### src/rtl/mq_pkg.sv
package mq_pkg;
  localparam int A_W   = 16;
  localparam int LO_W  = 16;
  localparam int HI_W  = 12;
  localparam int IDX_W = 6;
  localparam int LANES = 3;

  typedef struct packed {
    logic [A_W-1:0]   qe;
    logic [IDX_W-1:0] nmps;
    logic [IDX_W-1:0] nlps;
    logic             sw;
  } prob_t;

  typedef struct packed {
    logic [HI_W-1:0] hi;
    logic [3:0]      ct;
    logic [7:0]      b;
    logic            bh;
    logic            emit;
    logic [7:0]      ob;
  } bo_t;

  function automatic prob_t prob_lookup(input logic [IDX_W-1:0] i);
    prob_t p;
    case (i)
      6'd0:  p = '{16'h5601, 6'd1,  6'd1,  1'b1};
      6'd1:  p = '{16'h3401, 6'd2,  6'd6,  1'b0};
      6'd2:  p = '{16'h1801, 6'd3,  6'd9,  1'b0};
      6'd3:  p = '{16'h0AC1, 6'd4,  6'd12, 1'b0};
      6'd4:  p = '{16'h0521, 6'd5,  6'd29, 1'b0};
      6'd5:  p = '{16'h0221, 6'd38, 6'd33, 1'b0};
      6'd6:  p = '{16'h5601, 6'd7,  6'd6,  1'b1};
      6'd7:  p = '{16'h5401, 6'd8,  6'd14, 1'b0};
      6'd8:  p = '{16'h4801, 6'd9,  6'd14, 1'b0};
      6'd9:  p = '{16'h3801, 6'd10, 6'd14, 1'b0};
      6'd10: p = '{16'h3001, 6'd11, 6'd17, 1'b0};
      6'd11: p = '{16'h2401, 6'd12, 6'd18, 1'b0};
      6'd12: p = '{16'h1C01, 6'd13, 6'd20, 1'b0};
      6'd13: p = '{16'h1601, 6'd29, 6'd21, 1'b0};
      6'd14: p = '{16'h5601, 6'd15, 6'd14, 1'b1};
      6'd15: p = '{16'h5401, 6'd16, 6'd14, 1'b0};
      6'd16: p = '{16'h5101, 6'd17, 6'd15, 1'b0};
      6'd17: p = '{16'h4801, 6'd18, 6'd16, 1'b0};
      6'd18: p = '{16'h3801, 6'd19, 6'd17, 1'b0};
      6'd19: p = '{16'h3401, 6'd20, 6'd18, 1'b0};
      6'd20: p = '{16'h3001, 6'd21, 6'd19, 1'b0};
      6'd21: p = '{16'h2801, 6'd22, 6'd19, 1'b0};
      6'd22: p = '{16'h2401, 6'd23, 6'd20, 1'b0};
      6'd23: p = '{16'h2201, 6'd24, 6'd21, 1'b0};
      6'd24: p = '{16'h1C01, 6'd25, 6'd22, 1'b0};
      6'd25: p = '{16'h1801, 6'd26, 6'd23, 1'b0};
      6'd26: p = '{16'h1601, 6'd27, 6'd24, 1'b0};
      6'd27: p = '{16'h1401, 6'd28, 6'd25, 1'b0};
      6'd28: p = '{16'h1201, 6'd29, 6'd26, 1'b0};
      6'd29: p = '{16'h1101, 6'd30, 6'd27, 1'b0};
      6'd30: p = '{16'h0AC1, 6'd31, 6'd28, 1'b0};
      6'd31: p = '{16'h09C1, 6'd32, 6'd29, 1'b0};
      6'd32: p = '{16'h08A1, 6'd33, 6'd30, 1'b0};
      6'd33: p = '{16'h0521, 6'd34, 6'd31, 1'b0};
      6'd34: p = '{16'h0441, 6'd35, 6'd32, 1'b0};
      6'd35: p = '{16'h02A1, 6'd36, 6'd33, 1'b0};
      6'd36: p = '{16'h0221, 6'd37, 6'd34, 1'b0};
      6'd37: p = '{16'h0141, 6'd38, 6'd35, 1'b0};
      6'd38: p = '{16'h0111, 6'd39, 6'd36, 1'b0};
      6'd39: p = '{16'h0085, 6'd40, 6'd37, 1'b0};
      6'd40: p = '{16'h0049, 6'd41, 6'd38, 1'b0};
      6'd41: p = '{16'h0025, 6'd42, 6'd39, 1'b0};
      6'd42: p = '{16'h0015, 6'd43, 6'd40, 1'b0};
      6'd43: p = '{16'h0009, 6'd44, 6'd41, 1'b0};
      6'd44: p = '{16'h0005, 6'd45, 6'd42, 1'b0};
      6'd45: p = '{16'h0001, 6'd45, 6'd43, 1'b0};
      default: p = '{16'h5601, 6'd46, 6'd46, 1'b0};
    endcase
    return p;
  endfunction

  // start states
  function automatic logic [IDX_W-1:0] ctx_init(input int c);
    if (c == 0)  return 6'd4;
    if (c == 17) return 6'd3;
    if (c == 18) return 6'd46;
    return 6'd0;
  endfunction

  function automatic logic [3:0] lzc16(input logic [A_W-1:0] v);
    logic [3:0] n;
    logic       hit;
    n   = '0;
    hit = 1'b0;
    for (int i = A_W-1; i >= 0; i--) begin
      if (!hit) begin
        if (v[i]) hit = 1'b1;
        else      n = n + 4'd1;
      end
    end
    return n;
  endfunction

  // one byte formed from the high code bits, with stuffing and carry
  function automatic bo_t byte_out(input logic [HI_W-1:0] hi, input logic [7:0] b,
                                   input logic bh);
    bo_t r;
    logic [7:0] binc;
    r.emit = bh;
    r.bh   = 1'b1;
    r.ob   = b;
    r.hi   = hi;
    binc   = b + 8'd1;
    if (b == 8'hFF) begin
      r.b  = hi[11:4];
      r.hi = {8'd0, hi[3:0]};
      r.ct = 4'd7;
    end else if (!hi[11]) begin
      r.b  = hi[10:3];
      r.hi = {9'd0, hi[2:0]};
      r.ct = 4'd8;
    end else begin
      r.ob = binc;
      if (binc == 8'hFF) begin
        r.b  = {1'b0, hi[10:4]};
        r.hi = {8'd0, hi[3:0]};
        r.ct = 4'd7;
      end else begin
        r.b  = hi[10:3];
        r.hi = {9'd0, hi[2:0]};
        r.ct = 4'd8;
      end
    end
    return r;
  endfunction
endpackage

### src/rtl/mq_ctx_stage.sv
module mq_ctx_stage
  import mq_pkg::*;
#(
  parameter int NUM_CTX = 19,
  parameter int CTX_W   = $clog2(NUM_CTX)
) (
  input  logic             clk_i,
  input  logic             rst_ni,
  input  logic             p1_vld_i,
  input  logic             p1_flush_i,
  input  logic [CTX_W-1:0] p1_ctx_i,
  input  logic             p1_bit_i,
  output logic             p3_vld_o,
  output logic             p3_flush_o,
  output logic [A_W-1:0]   p3_add_o,
  output logic [3:0]       p3_shift_o,
  output logic [A_W-1:0]   p3_a_o
);
  localparam int SLOTS = 1 << CTX_W;

  logic [IDX_W-1:0] idx_q [SLOTS];
  logic             mps_q [SLOTS];

  logic             p2_vld, p2_flush, p2_bit, p2_mps;
  logic [CTX_W-1:0] p2_ctx;
  logic [IDX_W-1:0] p2_idx;
  prob_t            p2_prob;
  logic [A_W-1:0]   a_q;

  // stage 1: lookup with look-ahead from stage 2
  logic             fwd, clr;
  logic [IDX_W-1:0] s1_idx, nxt_idx;
  logic             s1_mps, nxt_mps;

  always_comb begin
    fwd = p2_vld && !p2_flush && (p2_ctx == p1_ctx_i);
    clr = p2_vld && p2_flush;
    if (clr) begin
      s1_idx = ctx_init(int'(p1_ctx_i));
      s1_mps = 1'b0;
    end else if (fwd) begin
      s1_idx = nxt_idx;
      s1_mps = nxt_mps;
    end else begin
      s1_idx = idx_q[p1_ctx_i];
      s1_mps = mps_q[p1_ctx_i];
    end
  end

  // stage 2: interval update
  logic [A_W-1:0] a_m, a_sel, add;
  logic [3:0]     sh;
  always_comb begin
    a_m     = a_q - p2_prob.qe;
    a_sel   = a_m;
    add     = p2_prob.qe;
    nxt_idx = p2_idx;
    nxt_mps = p2_mps;
    if (p2_bit == p2_mps) begin
      if (!a_m[A_W-1]) begin
        nxt_idx = p2_prob.nmps;
        if (a_m < p2_prob.qe) begin
          a_sel = p2_prob.qe;
          add   = '0;
        end
      end
    end else begin
      nxt_idx = p2_prob.nlps;
      nxt_mps = p2_mps ^ p2_prob.sw;
      if (!(a_m < p2_prob.qe)) begin
        a_sel = p2_prob.qe;
        add   = '0;
      end
    end
    sh = lzc16(a_sel);
  end

  always_ff @(posedge clk_i or negedge rst_ni) begin
    if (!rst_ni) begin
      for (int c = 0; c < SLOTS; c++) begin
        idx_q[c] <= ctx_init(c);
        mps_q[c] <= 1'b0;
      end
      p2_vld   <= 1'b0;
      p2_flush <= 1'b0;
      p2_bit   <= 1'b0;
      p2_mps   <= 1'b0;
      p2_ctx   <= '0;
      p2_idx   <= '0;
      p2_prob  <= '0;
      a_q      <= 16'h8000;
      p3_vld_o   <= 1'b0;
      p3_flush_o <= 1'b0;
      p3_add_o   <= '0;
      p3_shift_o <= '0;
      p3_a_o     <= '0;
    end else begin
      p2_vld   <= p1_vld_i;
      p2_flush <= p1_flush_i;
      p2_bit   <= p1_bit_i;
      p2_mps   <= s1_mps;
      p2_ctx   <= p1_ctx_i;
      p2_idx   <= s1_idx;
      p2_prob  <= prob_lookup(s1_idx);
      p3_vld_o   <= p2_vld;
      p3_flush_o <= p2_flush;
      p3_add_o   <= add;
      p3_shift_o <= sh;
      p3_a_o     <= a_q;
      if (p2_vld && p2_flush) begin
        for (int c = 0; c < SLOTS; c++) begin
          idx_q[c] <= ctx_init(c);
          mps_q[c] <= 1'b0;
        end
        a_q <= 16'h8000;
      end else if (p2_vld) begin
        idx_q[p2_ctx] <= nxt_idx;
        mps_q[p2_ctx] <= nxt_mps;
        a_q           <= a_sel << sh;
      end
    end
  end


  a_norm_chk: assert property (@(posedge clk_i) disable iff (!rst_ni) a_q[A_W-1]);
endmodule

### src/rtl/mq_low_stage.sv
module mq_low_stage
  import mq_pkg::*;
(
  input  logic            clk_i,
  input  logic            rst_ni,
  input  logic            p3_vld_i,
  input  logic            p3_flush_i,
  input  logic [A_W-1:0]  p3_add_i,
  input  logic [3:0]      p3_shift_i,
  input  logic [A_W-1:0]  p3_a_i,
  output logic            p4_vld_o,
  output logic            p4_flush_o,
  output logic            p4_carry_o,
  output logic [LO_W-1:0] p4_lo_o,
  output logic [3:0]      p4_shift_o
);
  logic [LO_W-1:0] c_lo_q;
  logic [LO_W:0]   sum, tsum;

  assign sum  = {1'b0, c_lo_q} + {1'b0, p3_add_i};
  assign tsum = {1'b0, c_lo_q} + {1'b0, p3_a_i};

  always_ff @(posedge clk_i or negedge rst_ni) begin
    if (!rst_ni) begin
      c_lo_q     <= '0;
      p4_vld_o   <= 1'b0;
      p4_flush_o <= 1'b0;
      p4_carry_o <= 1'b0;
      p4_lo_o    <= '0;
      p4_shift_o <= '0;
    end else begin
      p4_vld_o   <= p3_vld_i;
      p4_flush_o <= p3_flush_i;
      p4_shift_o <= p3_shift_i;
      if (p3_vld_i && p3_flush_i) begin
        // lowest termination value inside the final interval
        p4_carry_o <= 1'b0;
        p4_lo_o    <= tsum[LO_W] ? 16'hFFFF : 16'h7FFF;
        c_lo_q     <= '0;
      end else if (p3_vld_i) begin
        p4_carry_o <= sum[LO_W];
        p4_lo_o    <= sum[LO_W-1:0];
        c_lo_q     <= sum[LO_W-1:0] << p3_shift_i;
      end else begin
        p4_carry_o <= 1'b0;
      end
    end
  end
endmodule

### src/rtl/mq_high_stage.sv
module mq_high_stage
  import mq_pkg::*;
(
  input  logic               clk_i,
  input  logic               rst_ni,
  input  logic               p4_vld_i,
  input  logic               p4_flush_i,
  input  logic               p4_carry_i,
  input  logic [LO_W-1:0]    p4_lo_i,
  input  logic [3:0]         p4_shift_i,
  output logic [8*LANES-1:0] out_byte_o,
  output logic [LANES-1:0]   out_vld_o
);
  logic [HI_W-1:0] c_hi_q, hi;
  logic [3:0]      ct_q, ct;
  logic [7:0]      b_q, b;
  logic            bh_q, bh;
  logic [HI_W+LO_W-1:0] c28;
  logic [LANES-1:0][7:0] lane;
  logic [LANES-1:0] vld;
  logic [1:0]      n;
  bo_t             r;

  always_comb begin
    hi   = c_hi_q;
    ct   = ct_q;
    b    = b_q;
    bh   = bh_q;
    lane = '0;
    vld  = '0;
    n    = '0;
    c28  = '0;
    r    = '0;
    if (p4_vld_i && !p4_flush_i) begin
      hi = hi + {{(HI_W-1){1'b0}}, p4_carry_i};
      for (int k = 0; k < 15; k++) begin
        if (4'(k) < p4_shift_i) begin
          hi = {hi[HI_W-2:0], p4_lo_i[15-k]};
          ct = ct - 4'd1;
          if (ct == 4'd0) begin
            r  = byte_out(hi, b, bh);
            hi = r.hi; ct = r.ct; b = r.b; bh = r.bh;
            if (r.emit) begin
              lane[n] = r.ob; vld[n] = 1'b1; n = n + 2'd1;
            end
          end
        end
      end
    end else if (p4_vld_i) begin
      c28 = {hi, p4_lo_i} << ct;
      for (int j = 0; j < 2; j++) begin
        r = byte_out(c28[HI_W+LO_W-1:LO_W], b, bh);
        c28[HI_W+LO_W-1:LO_W] = r.hi;
        ct = r.ct; b = r.b; bh = r.bh;
        if (r.emit) begin
          lane[n] = r.ob; vld[n] = 1'b1; n = n + 2'd1;
        end
        if (j == 0) c28 = c28 << ct;
      end
      // trailing 0xFF is dropped
      if (bh && b != 8'hFF) begin
        lane[n] = b; vld[n] = 1'b1;
      end
    end
  end

  // bytes following an emitted 0xFF within a block
  logic stuff_bad, last_ff_q, last_ff;
  always_comb begin
    stuff_bad = 1'b0;
    last_ff   = last_ff_q;
    for (int i = 0; i < LANES; i++) begin
      if (vld[i]) begin
        if (last_ff && lane[i] >= 8'h90) stuff_bad = 1'b1;
        last_ff = (lane[i] == 8'hFF);
      end
    end
  end

  always_ff @(posedge clk_i or negedge rst_ni) begin
    if (!rst_ni) begin
      c_hi_q     <= '0;
      ct_q       <= 4'd12;
      b_q        <= '0;
      bh_q       <= 1'b0;
      last_ff_q  <= 1'b0;
      out_byte_o <= '0;
      out_vld_o  <= '0;
    end else begin
      out_byte_o <= lane;
      out_vld_o  <= vld;
      if (p4_vld_i && p4_flush_i) begin
        c_hi_q    <= '0;
        ct_q      <= 4'd12;
        b_q       <= '0;
        bh_q      <= 1'b0;
        last_ff_q <= 1'b0;
      end else begin
        c_hi_q    <= hi;
        ct_q      <= ct;
        b_q       <= b;
        bh_q      <= bh;
        last_ff_q <= last_ff;
      end
    end
  end


  ct_range_chk: assert property (@(posedge clk_i) disable iff (!rst_ni)
    (ct_q != 4'd0) && (ct_q <= 4'd12));

  stuff_chk: assert property (@(posedge clk_i) disable iff (!rst_ni) !stuff_bad);
endmodule

### src/rtl/mq_pipe_enc.sv
module mq_pipe_enc
  import mq_pkg::*;
#(
  parameter int NUM_CTX = 19,
  parameter int CTX_W   = $clog2(NUM_CTX)
) (
  input  logic               clk_i,
  input  logic               rst_ni,
  input  logic               in_valid_i,
  output logic               in_ready_o,
  input  logic [CTX_W-1:0]   in_ctx_i,
  input  logic               in_bit_i,
  input  logic               in_flush_i,
  output logic [8*LANES-1:0] out_byte_o,
  output logic [LANES-1:0]   out_vld_o
);
  logic             p1_vld, p1_flush, p1_bit;
  logic [CTX_W-1:0] p1_ctx;
  logic             p3_vld, p3_flush;
  logic [A_W-1:0]   p3_add, p3_a;
  logic [3:0]       p3_shift, p4_shift;
  logic             p4_vld, p4_flush, p4_carry;
  logic [LO_W-1:0]  p4_lo;


  assign in_ready_o = 1'b1;

  always_ff @(posedge clk_i or negedge rst_ni) begin
    if (!rst_ni) begin
      p1_vld   <= 1'b0;
      p1_flush <= 1'b0;
      p1_bit   <= 1'b0;
      p1_ctx   <= '0;
    end else begin
      p1_vld   <= in_valid_i;
      p1_flush <= in_valid_i && in_flush_i;
      p1_bit   <= in_bit_i;
      p1_ctx   <= in_ctx_i;
    end
  end

  mq_ctx_stage #(.NUM_CTX(NUM_CTX), .CTX_W(CTX_W)) i_ctx (
    .clk_i, .rst_ni,
    .p1_vld_i(p1_vld), .p1_flush_i(p1_flush), .p1_ctx_i(p1_ctx), .p1_bit_i(p1_bit),
    .p3_vld_o(p3_vld), .p3_flush_o(p3_flush), .p3_add_o(p3_add),
    .p3_shift_o(p3_shift), .p3_a_o(p3_a)
  );

  mq_low_stage i_low (
    .clk_i, .rst_ni,
    .p3_vld_i(p3_vld), .p3_flush_i(p3_flush), .p3_add_i(p3_add),
    .p3_shift_i(p3_shift), .p3_a_i(p3_a),
    .p4_vld_o(p4_vld), .p4_flush_o(p4_flush), .p4_carry_o(p4_carry),
    .p4_lo_o(p4_lo), .p4_shift_o(p4_shift)
  );

  mq_high_stage i_high (
    .clk_i, .rst_ni,
    .p4_vld_i(p4_vld), .p4_flush_i(p4_flush), .p4_carry_i(p4_carry),
    .p4_lo_i(p4_lo), .p4_shift_i(p4_shift),
    .out_byte_o, .out_vld_o
  );


  lane_pack_chk: assert property (@(posedge clk_i) disable iff (!rst_ni)
    out_vld_o == 3'b000 || out_vld_o == 3'b001 || out_vld_o == 3'b011 || out_vld_o == 3'b111);
endmodule

### config.mk
export PLATFORM = sky130hd
export DESIGN_NAME = mq_pipe_enc
export DESIGN_NICKNAME = d
export VERILOG_FILES = /design/src/rtl/mq_pkg.sv /design/src/rtl/mq_ctx_stage.sv /design/src/rtl/mq_low_stage.sv /design/src/rtl/mq_high_stage.sv /design/src/rtl/mq_pipe_enc.sv
export SDC_FILE = /design/constraint.sdc
export NUM_CORES = 2
export LEC_CHECK = 0
export ABC_AREA = 0
export BUFFER_PORTS_ARGS = -buffer_cell sky130_fd_sc_hd__buf_2
export CORE_ASPECT_RATIO = 1.1
export CORE_MARGIN = 1.5
export CORE_UTILIZATION = 41
export DETAILED_ROUTE_END_ITERATION = 16
export HOLD_SLACK_MARGIN = 0.1
export PLACE_DENSITY = 0.61
export SKIP_LAST_GASP = 1
export SYNTH_ARGS = -nofsm -noshare
export SYNTH_HDL_FRONTEND = slang
export SYNTH_SLANG_ARGS = --single-unit
### constraint.sdc
create_clock -name clk_i -period 63.4 [get_ports clk_i]
set_input_delay 12.68 -clock clk_i [delete_from_list [all_inputs] [get_ports clk_i]]
set_output_delay 12.68 -clock clk_i [all_outputs]
set_load 0.005 [all_outputs]
After elaboration in Yosys (flattened, before gate mapping)

Memory sizes are Yosys's and may differ from the RTL's. A register that Yosys moved wholly into a read port is not among the register bits.
Index checks and enable logic that the tools add are counted.
W data, S select, Z words.

Bits in registers: 408
Latch bits: 0
Bits in writable memories: 0
ROM bits: 1664
Bits of input ports: 10
Output and inout port bits: 28
Logic and storage cells: 1030
Memories: 1

Memories:

| memory          | words | width | rd ports | clocked after memory_dff | wr ports | RTL line     | RTL |
|---|---|---|---|---|---|---|---|
| (no name shown) | 64    | 26    | 1        | 1                        | 0        | mq_pkg.sv:26 | `case (i)` |

Add/sub/neg operators: 64
Multiply operators: 0
Divide/modulo/power cells: 0
$lt $le $gt $ge: 51
Equal/unequal tests: 37
Shift-type cells: 4
Muxes and demuxes: 714
Bitwise gates (word level): 19
Reduce and logical (&&, ||, !) cells: 47

Operator list:

| kind                  | count |
|---|---|
| $mux W24              | 94 |
| $mux W8               | 148 |
| $mux W12              | 51 |
| $mux W16              | 31 |
| $bwmux W24            | 16 |
| $mux W192             | 2 |
| $mux W4               | 77 |
| $demux W8 S2          | 16 |
| $eq A8 B8 Y1 const B  | 32 |
| $bwmux W192           | 1 |
| $mux W3               | 61 |
| $add A8 B1 Y8 const B | 16 |
| $mux W2               | 60 |
| $mux W1               | 118 |
| $mux W6               | 14 |
| $mux W32              | 2 |
| $logic_not A4 Y1      | 15 |
| $sub A4 B1 Y4 const B | 15 |
| $add A4 B1 Y4 const B | 14 |
| $mux W28              | 2 |
| $shl A28 B4 Y28       | 2 |
| $lt A2 B3 Y1 const B  | 16 |
| $or A3 B3 Y3          | 14 |
| $add A16 B16 Y17      | 2 |
| 31 further kinds      | 117 |

Logic depth before layout (Yosys ltp)

Word-level depth: 123
Gate-level depth with buffers: 149

Modules after synthesis

Synthesis repeated with hierarchy kept, for this count alone.

Cell total of the unflattened synthesis: 5847
Area, all modules: 45225.9 sq um

Modules (own cells, without submodules):

| module        | instances | cells an instance | area an instance (sq um) | sequential area each (sq um) |
|---|---|---|---|---|
| mq_high_stage | 1         | 3569              | 22726.8                  | 1303.8 |
| mq_ctx_stage  | 1         | 1947              | 19311.0                  | 7967.6 |
| mq_low_stage  | 1         | 320               | 2970.3                   | 975.9 |
| mq_pipe_enc   | 1         | 11                | 217.7                    | 200.2 |

Worst setup path after synthesis

Ideal clock, no wire load.

Path kind: reg2reg
Start point: reg i_high.b_q[1]
End point: reg i_high.ct_q[0]
Arrival time: 27376 ps
Data required time: 63310 ps
Setup slack: 35934 ps
Cell stages (with the launch flop): 140
Path through: dfrtp_1 ha_1 nand3_2 or3_1 a2111o_1 o21ai_1 clkbuf_1 o21ai_0 mux2i_1 inv_1 ha_1 nor3_1 o21ai_0 a41o_1 nand2b_1 nor2_1 clkbuf_1 nand2_1 [... 104 more ...] and2_1 o21ai_0 nand2_1 ha_1 nand2b_1 nor3_1 a21o_1 clkbuf_1 clkbuf_1 nor2_1 or2_2 ha_1 xnor2_1 o21ai_0 nor4_4 a31oi_4 a211o_1 o221ai_1

Cells in the longest elaborated chain, start to end: 121
Elaborated cells on any way between the ends: 265

Ends and longest elaborated chain:

| what                   | RTL line             | RTL |
|---|---|---|
| start, declared        | mq_high_stage.sv:16  | `logic [7:0] b_q, b;` |
| start signal, assigned | mq_high_stage.sv:84  | `b_q <= '0;` |
| start signal, assigned | mq_high_stage.sv:95  | `b_q <= '0;` |
| start signal, assigned | mq_high_stage.sv:101 | `b_q <= b;` |
| $add A8 B1 Y8          | mq_pkg.sv:109        | `binc = b + 8'd1;` |
| $eq A8 B8 Y1           | mq_pkg.sv:120        | `if (binc == 8'hFF) begin` |
| $mux W16               | mq_pkg.sv:120        |  |
| $mux W24               | mq_pkg.sv:114        | `end else if (!hi[11]) begin` |
| $mux W24               | mq_pkg.sv:110        | `if (b == 8'hFF) begin` |
| $mux W8                | mq_high_stage.sv:40  | `if (ct == 4'd0) begin` |
| $mux W8                | mq_high_stage.sv:37  | `if (4'(k) < p4_shift_i) begin` |
| $mux W8                | mq_high_stage.sv:34  | `if (p4_vld_i && !p4_flush_i) begin` |
| [... 105 more ...]     | n/a                  |  |
| $eq A8 B8 Y1           | mq_pkg.sv:120        |  |
| $mux W16               | mq_pkg.sv:120        |  |
| $mux W24               | mq_pkg.sv:114        |  |
| $mux W24               | mq_pkg.sv:110        |  |
| $mux W4                | mq_high_stage.sv:40  |  |
| $mux W4                | mq_high_stage.sv:37  |  |
| $mux W4 (*)            | mq_high_stage.sv:34  |  |
| $mux W4 (*)            | mq_high_stage.sv:92  | `if (p4_vld_i && p4_flush_i) begin` |
| end signal, assigned   | mq_high_stage.sv:100 | `ct_q <= ct;` |
| end, declared          | mq_high_stage.sv:15  | `logic [3:0] ct_q, ct;` |

Mark *: on every way between the ends. The rest lies on a longest branch, timed or not. The select of a mux whose other input is x is not followed.
A chain may end at the register's enable or synchronous reset.

==> impl_metrics.ini <==
[timing]
min_period_ps = 34910
max_freq_ghz = 0.0286
setup_violations = 0
slew_headroom_pct = 15.5
tightest_slew_ps = 1260
hold_viol = 0
finalCritPeriodShare_pct = 55.1
finalSetupTns_ps = 0
finClkSkew_ps = 48.1
final_max_slew_viol_count = 0
rsz0062_at_grt = no

[detailed_routing]
dr_total_vias = 43500
wl_mm = 158
dr.pass1.iters = 6
ant_nets = 0
drcViolationCount = 0
vias_per_cell = 6.36
wl_per_cell_microns = 23.1
drt-initial-drc-count = 4994

[global_routing]
gr-total-overflow = 0
antenna_found_initial = 1
grt_pass1_wl_mm = 245
met3_usage_pct = 2.76
use_met1_pct = 37.3
first_global_vias = 40900
grt_max_degree = 158
met2_usage_pct = 47.4
busiest_layer = met2
grtUsageTotal_pct = 28.4

[clock_network]
cts-hold-fix-buffers = 0
cts_tree = built
clk_path_buf_depth = 3
cts_root_buf = clkbuf_16
h-tree-depth = 2
cts_inserted_buffers = 51
clock_sinks = 417
post_cts_resized = 0
cts.clk_slew.worst_paths_ps = 60
clk_latency_ps = 670
cts_setup_buffers = 0

[final_layout]
multi_input_area_sq_um = 30800
fillers = 10700
syn_to_final_growth_pct = 6.97
design_area_sq_um = 46500
nets = 5603
seqCellArea_sq_um = 10500
n_antenna_cell = 0
drive_gt1_share_pct = 9.77

[synthesis]
synth.top_cell.area_share_pct = 23.4
synth_edf_count = 0
synthTopCellsByCount = 653 x nand2_1, 529 x nor2_1, 442 x o21ai_0, 407 x dfrtp_1, 394 x a21oi_1
synthTopCellsByArea = dfrtp_1 23%, nand2_1 5.6%, mux2i_1 5.6%
synth_most_common_cell = nand2_1
syn-instance-count = 5592
synth.avg_cell_area_sq_um = 7.78
synth_area_sq_um = 43500
yosysUniqueCellTypes = 135
ys_seq_elements = 417
synth_top_area_cell = dfrtp_1
synth_seq_area_share_pct = 24.0
yosysWarningCount = 0
synth_flop_cell = dfrtp_1
synthArstFlopShare_pct = 100

[job]
drv_cap = 0

[critical_path]
cp-end-kind = flop
critical_path_class = reg2reg
crit_path_max_fanout = 32
cpMostUsedCell = ha_1
critPathRequiredTime_ps = 63940
critPathArrivalTime_ps = 35450
start_kind = flop
critPathMaxStageDelay_ps = 930
slowest_stage = nor2_1

[floorplan]
die_x_microns = 314
rows = 125
die_height_microns = 345
num_io_pins = 38
die_area_sq_um = 108000
start_util_pct = 41.3
core_area_sq_um = 105000

[placement]
dp_hpwl_mm = 118
place_area_sq_um = 44700
port_buffers = 36
gp_congestion = 0.997

[outcome]
status = complete, no violations

[worst_hold_path]
hold_class = reg2reg
-- routing by layer --
metal	part of all wire, %	vias to the layer above
met5	0.0044	-
met4	5.0	2
met3	5.9	359
met2	47	1832
met1	42	21000
li1	-	20400
-- worst max-delay path, delay by kind of cell, from the launching register on --
kind / cells / cell delay [ps]
xor+xnor: 3 / 490
fa+ha+maj: 15 / 4790
mux: 5 / 1310
buf+inv: 17 / 2870
simple gates: 35 / 10080
flops: 1 / 320
compound gates: 52 / 14860
-- stage by stage --
step	util, %	hold slack [ps]	setup slack (ps)	instances
global placement	42.4	333	30590	6749
CTS	44.2	353	29290	6843
global route	44.2	359	25710	6843
detailed placement	42.4	336	29510	6749
finish	44.2	349	28490	6843
floorplan	-	331	35930	5593
-- path summary, 6_finish.rpt --
| kind | start | end | slack, ps | depth (start not counted) |
|---|---|---|---|---|
| max in group asynchronous | rst_ni | i_low.p4_shift_o[3]$_DFF_PN0_ | 48030 | 4 |
| min in group asynchronous | rst_ni | i_ctx.idx_q[156]$_DFFE_PN0P_ | 12060 | 1 |
| setup reg to reg | i_high.ct_q[0]$_DFFE_PN0P_ | i_high.out_byte_o[3]$_DFF_PN0_ | 28490 | 127 |
| setup / recovery | i_high.ct_q[0]$_DFFE_PN0P_ | i_high.out_byte_o[3]$_DFF_PN0_ | 28490 | 127 |
| hold / removal | p1_bit$_DFF_PN0_ | i_ctx.p2_bit$_DFF_PN0_ | 350 | 0 |
| hold reg to reg | p1_bit$_DFF_PN0_ | i_ctx.p2_bit$_DFF_PN0_ | 350 | 0 |
-- flip-flops by register name (all words and copies together) (netlist names), 6 cells and up --
signal,cells
i_ctx.p2_idx,6
i_high.c_hi_q,12
i_ctx.idx_q,192
i_ctx.p2_prob,27
i_ctx.p3_add_o,14
i_ctx.a_q,16
i_low.c_lo_q,16
i_ctx.p3_a_o,16
i_ctx.mps_q,32
i_high.b_q,8
i_high.out_byte_o,24
i_low.p4_lo_o,16
-- logic make-up (layout without fill, tap and decap cells) --
| logic type | after synthesis | count (layout) | share of synthesized area (%) |
|---|---|---|---|
| AO/OA/AOI/OAI | 1811 | 1811 | 28.1 |
| multiplexers | 402 | 402 | 11.7 |
| XOR/XNOR | 178 | 178 | 3.60 |
| AND/OR/NAND/NOR | 2014 | 2014 | 22.0 |
| buffers and inverters | 581 | 434 | 5.18 |
| flip-flops | 417 | 417 | 24.0 |
| other | 1 | 2 | 0.00862 |
| adder cells (fa/ha/maj) | 188 | 188 | 5.41 |
-- layout make-up --
cell class | instances | share of cell area (%)
multi-input combinational | 4595 | 66.3
sequential | 417 | 22.5
tap | 1397 | 3.76
clock buffer | 70 | 3.11
inverter | 222 | 1.80
timing repair buffer | 118 | 1.76
clock inverter | 24 | 0.847
-- cell usage in the layout (no fill, tap or decap), types with 37 or more instances in the layout --
| cell | instances |
|---|---|
| nor2_1 | 528 |
| o221ai_1 | 39 |
| a31oi_1 | 86 |
| buf_4 | 81 |
| nor2b_1 | 40 |
| nand2b_1 | 50 |
| nand3_1 | 260 |
| o211ai_1 | 121 |
| a211oi_1 | 55 |
| xnor2_1 | 123 |
| xor2_1 | 52 |
| mux2i_1 | 242 |
| clkbuf_16 | 51 |
| o21ai_1 | 58 |
| o22ai_1 | 62 |
| o21ai_0 | 440 |
| mux4_2 | 77 |
| nand4_1 | 37 |
| nor3_1 | 92 |
| dfrtp_1 | 403 |
| nand2_1 | 652 |
| and2_1 | 83 |
| inv_1 | 214 |
| and3_1 | 56 |
| a21oi_1 | 393 |
| ha_1 | 188 |
| o2bb2ai_1 | 115 |
| mux2_2 | 77 |
| or3_1 | 41 |
Power is left out: the tool's default activity adds up to more than one toggle a clock period on the data nets, which glitch-free logic cannot reach.
